File: src/rtl/cfgsp_pkg.sv
package cfgsp_pkg;
  localparam int NUM_UNITS = 3;

  localparam logic [7:0] IDX_UNITSEL = 8'h07;
  localparam logic [7:0] IDX_CHIPID  = 8'h20;
  localparam logic [7:0] IDX_CHIPCFG = 8'h21;
  localparam logic [7:0] IDX_ACT     = 8'h30;
  localparam logic [7:0] IDX_BASEHI  = 8'h60;
  localparam logic [7:0] IDX_BASELO  = 8'h61;
  localparam logic [7:0] IDX_PINSEL  = 8'hF0;
  localparam logic [7:0] IDX_PINCFG  = 8'hF1;
  localparam logic [7:0] IDX_PINEVT  = 8'hF2;

  localparam logic [7:0] CHIP_ID   = 8'hE9;
  localparam logic [7:0] UNIT_GPIO = 8'h07;

  // Unit slot k -> logical unit number; slot 0 is the GPIO unit
  function automatic logic [7:0] unitNum(input int k);
    case (k)
      0:       return UNIT_GPIO;
      1:       return 8'h0D;
      default: return 8'h0E;
    endcase
  endfunction

  typedef enum logic [3:0] {
    RS_NONE, RS_CHIPID, RS_CHIPCFG, RS_UNITSEL, RS_ACT,
    RS_BASEHI, RS_BASELO, RS_PINSEL, RS_PINCFG, RS_PINEVT
  } rdSel_e;

  typedef struct packed {
    logic       wrChipCfg;
    logic       wrUnitSel;
    logic       wrAct;
    logic       wrBaseHi;
    logic       wrBaseLo;
    logic       wrPinSel;
    logic       wrPinCfg;
    logic       wrPinEvt;
    logic [7:0] wdata;
  } cfgStrobes_t;
endpackage

File: src/rtl/cfgsp_ctrl.sv
module cfgsp_ctrl
  import cfgsp_pkg::*;
#(
  parameter logic [15:0] PRI_BASE = 16'h002E,
  parameter logic [15:0] ALT_BASE = 16'h004E
) (
  input  logic        clk,
  input  logic        rstN,
  input  logic        altPortSel,
  input  logic [15:0] ioAddr,
  input  logic        ioRd,
  input  logic        ioWr,
  input  logic [7:0]  ioWdata,
  input  logic        gpioSel,
  input  logic [7:0]  dataRdata,
  output cfgStrobes_t strb,
  output rdSel_e      rdSel,
  output logic [7:0]  ioRdata
);
  logic [15:0] cmdBase;
  logic [15:0] dataBase;
  logic        hitCmd;
  logic        hitData;
  logic        dataWr;
  logic [7:0]  cfgIndex;

  assign cmdBase  = altPortSel ? ALT_BASE : PRI_BASE;
  assign dataBase = 16'(cmdBase + 16'd1);
  assign hitCmd   = (ioAddr == cmdBase);
  assign hitData  = (ioAddr == dataBase);
  assign dataWr   = ioWr && hitData;

  always_ff @(posedge clk or negedge rstN) begin
    if (!rstN) begin
      cfgIndex <= 8'h00;
    end else if (ioWr && hitCmd) begin
      cfgIndex <= ioWdata;
    end
  end

  always_comb begin
    case (cfgIndex)
      IDX_CHIPID:  rdSel = RS_CHIPID;
      IDX_CHIPCFG: rdSel = RS_CHIPCFG;
      IDX_UNITSEL: rdSel = RS_UNITSEL;
      IDX_ACT:     rdSel = RS_ACT;
      IDX_BASEHI:  rdSel = RS_BASEHI;
      IDX_BASELO:  rdSel = RS_BASELO;
      IDX_PINSEL:  rdSel = gpioSel ? RS_PINSEL : RS_NONE;
      IDX_PINCFG:  rdSel = gpioSel ? RS_PINCFG : RS_NONE;
      IDX_PINEVT:  rdSel = gpioSel ? RS_PINEVT : RS_NONE;
      default:     rdSel = RS_NONE;
    endcase
  end

  always_comb begin
    strb           = '0;
    strb.wdata     = ioWdata;
    strb.wrChipCfg = dataWr && (rdSel == RS_CHIPCFG);
    strb.wrUnitSel = dataWr && (rdSel == RS_UNITSEL);
    strb.wrAct     = dataWr && (rdSel == RS_ACT);
    strb.wrBaseHi  = dataWr && (rdSel == RS_BASEHI);
    strb.wrBaseLo  = dataWr && (rdSel == RS_BASELO);
    strb.wrPinSel  = dataWr && (rdSel == RS_PINSEL);
    strb.wrPinCfg  = dataWr && (rdSel == RS_PINCFG);
    strb.wrPinEvt  = dataWr && (rdSel == RS_PINEVT);
  end

  always_comb begin
    if (!ioRd)        ioRdata = 8'h00;
    else if (hitCmd)  ioRdata = cfgIndex;
    else if (hitData) ioRdata = dataRdata;
    else              ioRdata = 8'h00;
  end

  AST_INDEX_HOLD: assert property (@(posedge clk) disable iff (!rstN)
    !(ioWr && hitCmd) |=> $stable(cfgIndex));
  AST_INDEX_LOAD: assert property (@(posedge clk) disable iff (!rstN)
    (ioWr && hitCmd) |=> (cfgIndex == $past(ioWdata)));
  AST_ID_READ: assert property (@(posedge clk) disable iff (!rstN)
    (ioRd && hitData && cfgIndex == IDX_CHIPID) |-> (ioRdata == CHIP_ID));
  AST_ONE_STROBE: assert property (@(posedge clk) disable iff (!rstN)
    $countones({strb.wrChipCfg, strb.wrUnitSel, strb.wrAct, strb.wrBaseHi,
                strb.wrBaseLo, strb.wrPinSel, strb.wrPinCfg, strb.wrPinEvt}) <= 1);
endmodule

File: src/rtl/cfgsp_dpath.sv
module cfgsp_dpath
  import cfgsp_pkg::*;
#(
  parameter int NUM_PORTS     = 4,
  parameter int PINS_PER_PORT = 8
) (
  input  logic                      clk,
  input  logic                      rstN,
  input  cfgStrobes_t               strb,
  input  rdSel_e                    rdSel,
  output logic [7:0]                dataRdata,
  output logic                      gpioSel,
  output logic                      chipEn,
  output logic [NUM_UNITS-1:0]      unitActive,
  output logic [15:0]               gpioBase,
  output logic [NUM_PORTS*PINS_PER_PORT*8-1:0] pinCfgBus,
  output logic [NUM_PORTS*PINS_PER_PORT*8-1:0] pinEvtBus
);
  localparam int NPINS  = NUM_PORTS * PINS_PER_PORT;
  localparam int PORT_W = (NUM_PORTS > 1) ? $clog2(NUM_PORTS) : 1;
  localparam int BIT_W  = (PINS_PER_PORT > 1) ? $clog2(PINS_PER_PORT) : 1;
  localparam int PIN_W  = PORT_W + BIT_W;

  logic [7:0]                  chipCfg;
  logic [7:0]                  unitSel;
  logic [7:0]                  pinSel;
  logic [PIN_W-1:0]            pinIdx;
  logic [NUM_UNITS-1:0]        unitHit;
  logic [NUM_UNITS-1:0][7:0]   actVec;
  logic [NUM_UNITS-1:0][15:0]  baseVec;
  logic [7:0]                  selAct;
  logic [15:0]                 selBase;

  always_ff @(posedge clk or negedge rstN) begin
    if (!rstN) begin
      chipCfg <= 8'h00;
      unitSel <= 8'h00;
      pinSel  <= 8'h00;
    end else begin
      if (strb.wrChipCfg) chipCfg <= strb.wdata;
      if (strb.wrUnitSel) unitSel <= strb.wdata;
      if (strb.wrPinSel) begin
        pinSel              <= 8'h00;
        pinSel[4 +: PORT_W] <= strb.wdata[4 +: PORT_W];
        pinSel[0 +: BIT_W]  <= strb.wdata[0 +: BIT_W];
      end
    end
  end

  assign chipEn  = chipCfg[0];
  assign gpioSel = (unitSel == UNIT_GPIO);
  assign pinIdx  = {pinSel[4 +: PORT_W], pinSel[0 +: BIT_W]};

  for (genvar k = 0; k < NUM_UNITS; k++) begin : gen_unit
    logic [7:0]  act;
    logic [15:0] base;
    assign unitHit[k] = (unitSel == unitNum(k));
    always_ff @(posedge clk or negedge rstN) begin
      if (!rstN) begin
        act  <= 8'h00;
        base <= 16'h0000;
      end else if (unitHit[k]) begin
        if (strb.wrAct)    act        <= strb.wdata;
        if (strb.wrBaseHi) base[15:8] <= strb.wdata;
        if (strb.wrBaseLo) base[7:0]  <= strb.wdata;
      end
    end
    assign actVec[k]     = act;
    assign baseVec[k]    = base;
    assign unitActive[k] = |act;
  end

  assign gpioBase = baseVec[0];

  always_comb begin
    selAct  = 8'h00;
    selBase = 16'h0000;
    for (int k = 0; k < NUM_UNITS; k++) begin
      if (unitHit[k]) begin
        selAct  = selAct | actVec[k];
        selBase = selBase | baseVec[k];
      end
    end
  end

  for (genvar p = 0; p < NPINS; p++) begin : gen_pin
    logic [7:0] cfgByte;
    logic [7:0] evtByte;
    logic       pinHit;
    assign pinHit = (pinIdx == PIN_W'(p));
    always_ff @(posedge clk or negedge rstN) begin
      if (!rstN) begin
        cfgByte <= 8'h00;
        evtByte <= 8'h00;
      end else if (pinHit) begin
        if (strb.wrPinCfg) cfgByte <= strb.wdata;
        if (strb.wrPinEvt) evtByte <= strb.wdata;
      end
    end
    assign pinCfgBus[p*8 +: 8] = cfgByte;
    assign pinEvtBus[p*8 +: 8] = evtByte;
  end

  always_comb begin
    case (rdSel)
      RS_CHIPID:  dataRdata = CHIP_ID;
      RS_CHIPCFG: dataRdata = chipCfg;
      RS_UNITSEL: dataRdata = unitSel;
      RS_ACT:     dataRdata = selAct;
      RS_BASEHI:  dataRdata = selBase[15:8];
      RS_BASELO:  dataRdata = selBase[7:0];
      RS_PINSEL:  dataRdata = pinSel;
      RS_PINCFG:  dataRdata = pinCfgBus[pinIdx*8 +: 8];
      RS_PINEVT:  dataRdata = pinEvtBus[pinIdx*8 +: 8];
      default:    dataRdata = 8'h00;
    endcase
  end

  AST_UNIT_ONEHOT: assert property (@(posedge clk) disable iff (!rstN)
    $onehot0(unitHit));
  AST_PIN_GATED: assert property (@(posedge clk) disable iff (!rstN)
    (strb.wrPinSel || strb.wrPinCfg || strb.wrPinEvt) |-> gpioSel);
  AST_CFG_HOLD: assert property (@(posedge clk) disable iff (!rstN)
    !strb.wrPinCfg |=> $stable(pinCfgBus));
  AST_ACT_HOLD: assert property (@(posedge clk) disable iff (!rstN)
    !strb.wrAct |=> $stable(unitActive));
  AST_BASE_HOLD: assert property (@(posedge clk) disable iff (!rstN)
    !strb.wrBaseHi && !strb.wrBaseLo |=> $stable(gpioBase));
endmodule

File: src/rtl/idx_cfg_space.sv
module idx_cfg_space
  import cfgsp_pkg::*;
#(
  parameter logic [15:0] PRI_BASE      = 16'h002E,
  parameter logic [15:0] ALT_BASE      = 16'h004E,
  parameter int          NUM_PORTS     = 4,
  parameter int          PINS_PER_PORT = 8
) (
  input  logic        clk,
  input  logic        rstN,
  input  logic        altPortSel,
  input  logic [15:0] ioAddr,
  input  logic        ioRd,
  input  logic        ioWr,
  input  logic [7:0]  ioWdata,
  output logic [7:0]  ioRdata,
  output logic        chipEn,
  output logic [2:0]  unitActive,
  output logic [15:0] gpioBase,
  output logic [NUM_PORTS*PINS_PER_PORT*8-1:0] pinCfgBus,
  output logic [NUM_PORTS*PINS_PER_PORT*8-1:0] pinEvtBus
);
  cfgStrobes_t strb;
  rdSel_e      rdSel;
  logic [7:0]  dataRdata;
  logic        gpioSel;

  cfgsp_ctrl #(.PRI_BASE(PRI_BASE), .ALT_BASE(ALT_BASE)) u_ctrl (
    .clk(clk), .rstN(rstN), .altPortSel(altPortSel),
    .ioAddr(ioAddr), .ioRd(ioRd), .ioWr(ioWr), .ioWdata(ioWdata),
    .gpioSel(gpioSel), .dataRdata(dataRdata),
    .strb(strb), .rdSel(rdSel), .ioRdata(ioRdata)
  );

  cfgsp_dpath #(.NUM_PORTS(NUM_PORTS), .PINS_PER_PORT(PINS_PER_PORT)) u_dpath (
    .clk(clk), .rstN(rstN), .strb(strb), .rdSel(rdSel),
    .dataRdata(dataRdata), .gpioSel(gpioSel), .chipEn(chipEn),
    .unitActive(unitActive), .gpioBase(gpioBase),
    .pinCfgBus(pinCfgBus), .pinEvtBus(pinEvtBus)
  );
endmodule

File: config.mk
export PLATFORM = sky130hd
export DESIGN_NAME = idx_cfg_space
export DESIGN_NICKNAME = d
export VERILOG_FILES = /design/src/rtl/cfgsp_pkg.sv /design/src/rtl/cfgsp_ctrl.sv /design/src/rtl/cfgsp_dpath.sv /design/src/rtl/idx_cfg_space.sv
export SDC_FILE = /design/constraint.sdc
export NUM_CORES = 1
export LEC_CHECK = 0
export CORE_UTILIZATION = 55
export DETAILED_ROUTE_END_ITERATION = 7
export DONT_BUFFER_PORTS = 1
export GPL_ROUTABILITY_DRIVEN = 0
export PLACE_DENSITY = 0.7
export REMOVE_ABC_BUFFERS = 1
export SLEW_MARGIN = 20
export SYNTH_ARGS = -nofsm -noshare
export SYNTH_HDL_FRONTEND = slang
export SYNTH_SLANG_ARGS = --single-unit
File: constraint.sdc
create_clock -name clk -period 3.85 [get_ports clk]
set_input_delay 0.1925 -clock clk [delete_from_list [all_inputs] [get_ports clk]]
set_output_delay 0.1925 -clock clk [all_outputs]
set_load 0.005 [all_outputs]
# == After elaboration in Yosys (flattened, before gate mapping) ==
# Cells that the tools add are included.
# Widths: inputs -> output; s select.
# totals
ff_bits,613
inputBits,29
word_cells,240
# op_classes
n_addsub,1
n_eq_ne,54
n_shift,2
mux,15
bitwise,4
n_reduce_logical,87
# ops
cell,count
$shiftx 256x9->8,2
$reduce_and 2->1,73
$eq 5x5->1 const B,16
$pmux 8 s9,1
$mux 16,3
$mux 8,6
$eq 5x4->1 const B,8
$pmux 4 s9,1
$eq 16x16->1,2
$or 16x16->16,2
$eq 8x6->1 const B,3
$eq 8x8->1 const B,3
$reduce_or 8->1,3
$eq 5x3->1 const B,4
$add 16x1->16 const B,1
$eq 4x3->1 const B,4
$eq 8x3->1 const B,2
$eq 8x4->1 const B,2
$eq 8x7->1 const B,2
$or 8x8->8,2
$eq 5x2->1 const B,2
$logic_and 1x1->1,10
$eq 4x2->1 const B,2
$eq 4x4->1 const B,2
other kinds (6),7

# == Longest topological paths before layout ==
# Gate-level depths: netlist of the first run.
# depth
depth_word,10
depth_mapped,13
ltp_nobuf,8

# == Cells and area by module ==
# Synthesis of the first run repeated with hierarchy kept, for this count alone.
# hier_totals
cells_unflattened,2444
area_unflattened_um2,28956.5
# by_module_without_submodules
mod,instances,cells_each,area_each_um2,seq_area_each_um2
cfgsp_dpath,1,2355,28154.5,15139.5
cfgsp_ctrl,1,89,802.0,200.2

# == Worst setup path before layout of the first run ==
# No wires, ideal clock.
# synth_path
kind,flip-flop to output port
startpoint,register u_dpath.unitSel[3]
endpoint,output port ioRdata[4]
arrival_time_ns,2.993
setup_slack_ns,0.664
path_stages_with_launch,11
n_path_buf,2
path_cell_list,dfrtp_1 or4b_4 or4_1 buf_6 buf_8 mux2i_1 a32o_1 a2111oi_0 a31oi_1 a41o_1 a211oi_1
# synth_between
elab_chain_cells,10
elab_cells_between_ends,30
classes_between,12 x eq/ne; 14 x mux; 4 x bitwise
# synth_rtl
element,line,rtl
start: declaration,cfgsp_dpath.sv:25,logic [7:0] unitSel;
start signal: assignment,cfgsp_dpath.sv:41,if (strb.wrUnitSel) unitSel <= strb.wdata;
"parallel branches: the longest is 6 deep, another holds $pmux 4 s9",n/a,
$pmux 8 s9 (*),cfgsp_dpath.sv:105,case (rdSel)
$mux 8 (*),cfgsp_ctrl.sv:72,else if (hitData) ioRdata = dataRdata;
$mux 8 (*),cfgsp_ctrl.sv:71,else if (hitCmd) ioRdata = cfgIndex;
$mux 8 (*),cfgsp_ctrl.sv:70,if (!ioRd) ioRdata = 8'h00;
end: declaration,idx_cfg_space.sv:16,"output logic [7:0] ioRdata,"
# Mark *: on every way between the ends.

# == Final worst setup path of the first run ==
# layout_path
startpoint,register u_dpath.unitSel[3]
endpoint,output port ioRdata[7]
# Same word-level chain as after synthesis.

==> run_results.csv, run 1 <==
group,metric,value,unit
synth,synth-seq-cells,613,
floorplanning,die_height,230.7,um
synth,postSynthCellCount,2391,
synth,yosys_warnings,0,
finish,fill_cells,3817,
sta,fin_ws,-607.9,ps
detailed_routing,wl_per_cell,33.51,um
floorplanning,fp.dieW,230.7,um
finish,layout_common_cells,"mux2_2 (641), dfrtp_1 (613), nand2_1 (262), nor2_1 (169), buf_4 (131)",
global_routing,grt_pass1_wl,155800,um
global_routing,grt_max_degree,614,
global_routing,grt-ovfl-total,0,
detailed_routing,antenna_left,0,
cts,numCtsBuffers,67,
synth,synthFlopType,"dfrtp_1",
cts,cts_tree,"built",
detailed_routing,detail_route.vias_per_cell,6.886,
finish,final_common_cell,"mux2_2",
hold_path,hp-class,"in -> async",
critical_path,worstPathMaxFanout,22,
floorplanning,pin_count,569,
floorplanning,core-area,51510,um^2
global_routing,antenna_found_initial,3,
detailed_routing,vias,21970,
cts,clock-sinks,613,
finish,fin_nets,2491,
critical_path,critPathMaxStageDelay,640,ps
outcome,status,"complete, but fails checks",
sta,final.setup_skew,11.82,ps
global_routing,grt_usage,39.91,%
synth,yosysSeqAreaShare,53.33,%
sta,max_freq,224.3,MHz
synth,async_reset_ff_share,100.0,%
sta,setup_violations,8,
detailed_routing,drc,0,
critical_path,worstPathArrival,4270,ps
floorplanning,rows,83,
power,total_power,0.01340,W
cts,clkTransAtPathRegs,60,ps
detailed_routing,drt-total-wl,106900,um
cts,root_buffer,"clkbuf_16",
synth,postSynthAreaPerCell,12.03,um^2
flow_run,maxCapViolCount,0,
synth,ys_types,66,
power,vdd_drop_max,0.0003944,V
detailed_routing,drt-pass1-iter-count,7,
detailed_routing,drt_iter0_drc,2573,
sta,slew_headroom,-152.8,%
outcome,violations,"negative hold slack, max-slew violations, negative setup slack",
finish,drive_above_1_share,40.92,%
critical_path,crit_path_frequent_cell,"buf_4",
sta,slew_violations,528,
sta,fin_hold_ws,-686.8,ps
sta,finalSetupTns,-4191,ps
critical_path,worstSetupStartpointType,"flip-flop",
critical_path,endpoint_kind,"output port",
floorplanning,die_area,53220,um^2
sta,fin_crit_sh,115.8,%
sta,rsz0062_at_grt,"yes",
synth,synth_edf_count,0,
cts,clockBufferDepth,3,
floorplanning,initial_core_util,55.84,%
sta,period_needed,4458,ps
placement,dp_hpwl,69900,um
critical_path,critical_path.slowest_cell,"or4_4",
critical_path,rrSetupSlack,340,ps
cts,clk_latency,600,ps
placement,port_buffers,0,
synth,syn_area,28760,um^2
critical_path,crit_type,"reg -> out",
power,power_leakage,15.98,nW
global_routing,first_global_vias,21960,
critical_path,path_cells,"or4b_4 > or4_4 > buf_12 > buf_8 > mux2i_1 > a32oi_1 > o2111ai_1 > nand4_1 > o21ai_2 > a211oi_4 > buf_4 > buf_4",
cts,holdBufCountCts,8,
cts,cts_max_level,3,
finish,area_growth,16.99,%
power,power_density,398.3,nW/um^2
critical_path,required,3660,ps
sta,hold_violations,333,
sta,worst_pin_slew,3792,ps
==> state kept, by name, indices dropped and copies added (netlist names) <==
signal	count
u_dpath.unitSel	8
u_dpath.gen_pin.evtByte	256
u_dpath.gen_pin.cfgByte	256
u_ctrl.cfgIndex	8
u_dpath.gpioBase	16
u_dpath.gen_unit.act	24
u_dpath.gen_unit.base	32
u_dpath.pinSel	5
u_dpath.chipCfg	8
==> cells in the mapped netlist, types with 14 or more instances <==
cell type	n	area (um^2)
a211oi_1	14	105.1
a221oi_1	15	131.4
a222oi_1	27	270.3
a31oi_1	39	244.0
a32oi_1	23	201.4
buf_2	25	125.1
clkbuf_1	127	476.7
dfrtp_1	613	15340
mux2_2	642	7229
mux2i_1	52	520.5
nand2_1	266	998.5
nand3_1	75	375.4
nand4_1	31	193.9
nor2_1	170	638.1
nor2_2	20	125.1
nor3_1	15	75.07
nor4_1	14	87.58
o21ai_0	39	195.2
o22ai_1	17	106.4
==> layer usage <==
layer / global-route usage, % / part of all wire [%]
met1: 49.04 / 37
met2: 63.43 / 47
met3: 14.70 / 12
met4: 16.70 / 4.7
met5: 0 / 0.025
==> per-stage QoR <==
stage	worst slack (ps)	instance area, um^2	hold WS [ps]	utilization [%]	cells
after detailed placement	-192.6	30070	-79.49	58.38	3034
final	-607.9	33650	-686.8	65.33	3191
after floorplan	-2661	27960	-103.1	-	2211
after global placement	-125.2	30070	-69.27	58.38	3034
after global routing	-654.2	33650	-710.3	65.33	3190
after CTS	-480.5	33460	-715.2	64.96	3183
==> power by group <==
group / switching (W) / internal (W) / total (W) / leakage, nW
clock network: 0.00268 / 0.00411 / 0.00679 / 1.13
logic: 0.000135 / 0.0000320 / 0.000167 / 6.28
registers: 0.0000000392 / 0.00644 / 0.00644 / 8.56
total: 0.00282 / 0.0106 / 0.0134 / 16.0
==> worst max-delay path: cells and delay by family, from the launching register on <==
| family | cells | cell delay [ps] |
|---|---|---|
| buffers and inverters | 4 | 640 |
| and+or+nand+nor | 3 | 1570 |
| DFF | 1 | 390 |
| AOI/OAI and AO/OA | 4 | 920 |
| muxes | 1 | 140 |
==> final cells by class <==
type	count	area (um^2)	share of cell area, %
diodes	1	2.502	0.007436
clock buffers	94	1972	5.860
clock inverters	23	334.1	0.9927
inverters	1	3.754	0.01115
multi-input cells	1597	13130	39.01
flip-flops and latches	613	15340	45.58
well taps	680	850.8	2.528
repair buffers	182	2022	6.009
==> path summary, 6_finish.rpt <==
check,startpoint,end,cells after the start
worst max-delay path,u_dpath.unitSel[3],ioRdata[7],12
worst min-delay path,rstN,u_dpath.gen_pin[11].cfgByte[6],0
worst max register to register,u_dpath.unitSel[3],u_dpath.gen_pin[7].cfgByte[2],10
worst min register to register,u_dpath.gen_unit[1].base[15],u_dpath.gen_unit[1].base[15],1
max in group asynchronous,rstN,u_dpath.gen_pin[17].evtByte[0],0
min in group clk,ioWdata[5],u_dpath.pinSel[5],3
==> cells by family after synthesis <==
logic type	after synthesis	synth area share (%)
AO/OA/AOI/OAI	253	6.608
XOR/XNOR	1	0.03045
buffers and inverters	181	2.810
flip-flops	613	53.33
multiplexers	696	27.10
AND/OR/NAND/NOR	647	10.12
==> timing repair <==
action / in CTS / in global routing
pin swaps: 60 / 23
buffers inserted: 19 / 6
resized for setup: 92 / 25
gates cloned: 7 / 1
endpoints found under the setup margin: 8 / 8
hold endpoints to repair: 1226 / 613
(Power assumes the default switching activity.)
==> run 2, diff against run 1 <==
--- a/config.mk
+++ b/config.mk
@@ -5,6 +5,7 @@
 export SDC_FILE = /design/constraint.sdc
 export NUM_CORES = 1
 export LEC_CHECK = 0
+export ABC_AREA = 1
 export CORE_UTILIZATION = 55
 export DETAILED_ROUTE_END_ITERATION = 7
 export DONT_BUFFER_PORTS = 1
==> run 2 against run 1 <==
Highest routed layer is now met4; design area grew 0.15%; largest power group unchanged; wire length rose by 6.4%; clock skew rose by 11 ps; critical path depth is 7 higher; power decreased by 1.1%; critical endpoint is now ioRdata[1]; largest cell class unchanged; maximum frequency increased by 20%; the run ends with negative hold slack, max-slew violations left; synthesized area is 7.6% higher; global-route usage down 1.3 points.
==> run_results.csv, run 2 <==
group,metric,value,unit
detailed_routing,drc,0,
synth,syn_area,30940,um^2
floorplanning,die_area,57200,um^2
floorplanning,initial_core_util,55.94,%
power,total_power,0.01325,W
detailed_routing,drt-total-wl,113800,um
hold_path,hp-class,"in -> async",
finish,drive_above_1_share,5.466,%
sta,fin_crit_sh,96.23,%
synth,yosysSeqAreaShare,49.58,%
synth,ys_types,34,
synth,yosys_warnings,0,
global_routing,antenna_found_initial,0,
critical_path,required,3660,ps
critical_path,worstSetupStartpointType,"flip-flop",
synth,synth-seq-cells,613,
global_routing,first_global_vias,25060,
outcome,status,"complete, but fails checks",
floorplanning,rows,86,
cts,numCtsBuffers,68,
finish,fin_cells,4846,
finish,final_area,33700,um^2
cts,clkTransAtPathRegs,60,ps
sta,period_needed,3705,ps
sta,hold_violations,613,
synth,synth_common_cells,"nand2_1 (1927), dfrtp_1 (613), o21ai_0 (517), inv_1 (310), o21ai_1 (193)",
placement,dp_cells,4701,
sta,setup_violations,0,
outcome,violations,"negative hold slack, max-slew violations",
critical_path,crit_type,"reg -> out",
detailed_routing,drt-pass1-iter-count,8,
synth,post-synth-top-count-cell,"nand2_1",
critical_path,worstPathArrival,3510,ps
cts,clockBufferDepth,3,
finish,area_growth,8.930,%
floorplanning,fp.dieW,239.2,um
global_routing,grt_usage,38.65,%
placement,dp_hpwl,72510,um
sta,fin_hold_ws,-723.6,ps
synth,postSynthAreaPerCell,7.377,um^2
critical_path,endpoint_kind,"output port",
floorplanning,pin_count,569,
floorplanning,die_height,239.2,um
critical_path,worstPathMaxFanout,46,
synth,synth_largest_area_cell,"dfrtp_1",
finish,fill_cells,5134,
sta,final.setup_skew,23.13,ps
detailed_routing,vias,28010,
cts,root_buffer,"clkbuf_16",
power,vdd_drop_max,0.0003041,V
finish,fin_nets,4074,
finish,antenna_cells,0,
critical_path,r2r_cells,9,
cts,holdBufCountCts,1,
floorplanning,core-area,55310,um^2
sta,worst_pin_slew,2690,ps
sta,slew_headroom,-79.30,%
flow_run,maxCapViolCount,0,
synth,synth_edf_count,0,
detailed_routing,drt_iter0_drc,3015,
placement,port_buffers,0,
finish,largestRegisters,"u_dpath.gen_pin.cfgByte (256), u_dpath.gen_pin.evtByte (256), u_dpath.gen_unit.base (32)",
synth,synth_top_area_share,49.58,%
global_routing,grt_pass1_wl,165700,um
finish,utilization,60.93,%
finish,final_common_cell,"nand2_1",
power,power_leakage,16.36,nW
sta,slew_violations,513,
synth,async_reset_ff_share,100.0,%
cts,cts_tree,"built",
detailed_routing,antenna_left,0,
synth,synth_area_leaders,"dfrtp_1 (50%), nand2_1 (23%), o21ai_0 (8.4%), nand3b_1 (4.3%), inv_1 (3.8%)",
placement,placed_cell_area,31020,um^2
global_routing,grt_max_degree,614,
synth,synthFlopType,"dfrtp_1",
synth,postSynthCellCount,4194,
cts,cts_max_level,3,
cts,clk_latency,620,ps
global_routing,grt-ovfl-total,0,
detailed_routing,wl_per_cell,23.48,um
cts,clock-sinks,613,
detailed_routing,detail_route.vias_per_cell,5.780,
finish,layout_common_cells,"nand2_1 (1926), dfrtp_1 (611), o21ai_0 (517), inv_1 (300), o21ai_1 (191)",
power,power_density,393.3,nW/um^2
sta,max_freq,269.9,MHz
## run 2: cell types whose count changed in the layout (fill, tap and decap cells not counted), sizes merged, moves of 23 or more
cell,before,now
mux2,642,0
mux2i,52,0
nand3,75,47
a222oi,27,0
buf,180,58
inv,1,318
nor2,190,23
o21ai,42,710
nand3b,1,176
nand2,266,1932
a31oi,39,0
a32oi,23,0
## run 2: power breakdown
part	total (W)	switching, W	internal [W]
sequential	0.00644	0.0000000606	0.00644
combinational	0.000167	0.000154	0.0000123
clock	0.00664	0.00280	0.00385
## run 2: final cells by class
type                            count  area [um^2]  area share, %
Multi-Input combinational cell   2979        13150          39.02
Timing Repair Buffer               64        808.3          2.398
Clock buffer                       98         2047          6.074
Sequential cell                   613        15340          45.53
Inverter                          319         1202          3.568
Clock inverter                     25        211.5         0.6274
Tap cell                          748        935.9          2.777
## run 2: cells by family (layout without fill, tap and decap cells)
family / Yosys count / in the layout / share of synthesized area [%]
buf+inv: 605 / 506 / 8.258
simple gates: 2235 / 2238 / 29.92
flops: 613 / 613 / 49.58
compound gates: 741 / 741 / 12.24
## run 2: worst paths after layout
kind                                        startpoint                              to  slack (ps)
max                                 u_ctrl.cfgIndex[3]                      ioRdata[1]         140
min                                               rstN  u_dpath.gen_pin[18].cfgByte[6]        -720
max reg2reg                         u_ctrl.cfgIndex[3]  u_dpath.gen_pin[29].evtByte[5]         660
min reg2reg                u_dpath.gen_unit[2].base[8]     u_dpath.gen_unit[2].base[8]         480
max in group asynchronous                         rstN               u_dpath.pinSel[0]        2430
min in group clk                                  ioWr              u_ctrl.cfgIndex[6]         100
## run 2: worst max-delay path, stage by stage, from the launching register on
cell and delay (ps):
dfrtp_1 410, nor2_1 230, nand2_1 130, nor2_4 140, buf_12 140, nand2_8 120, buf_12 220, nand2_1 70
o21ai_1 70, nand2_1 70, nand2_1 70, nand2_1 80, nand2_1 100, nand2_1 90, nand2_1 130, o21ai_1 250
nand3_1 110, nand2_1 110, nand2_1 70, a21oi_2 260
## run 2: through the flow
stage / TNS, ps / hold WS (ps) / setup slack (ps)
after floorplan: -1091050 / -103.1 / -3137
after global placement: 0 / -86.57 / 507.4
after detailed placement: 0 / -85.80 / 483.6
after CTS: 0 / -733.1 / 21.01
after global routing: -153.8 / -726.0 / -68.89
final: 0 / -723.6 / 145.0
## run 2: repair_timing
item	in CTS	in global routing
endpoints found under the setup margin	8	8
setup buffers	3	9
endpoints found under the hold margin	618	613
gates cloned	3	6
pin swaps	3	3
gates resized for setup	3	20
## run 2: metal layers
layer	vias to the layer above	share of wire [%]	GRT usage, %
li1	12940	-	-
met2	1591	43	57.24
met4	0	5.4	19.19
met5	-	0	0
met3	298	11	10.43
met1	13180	40	52.31
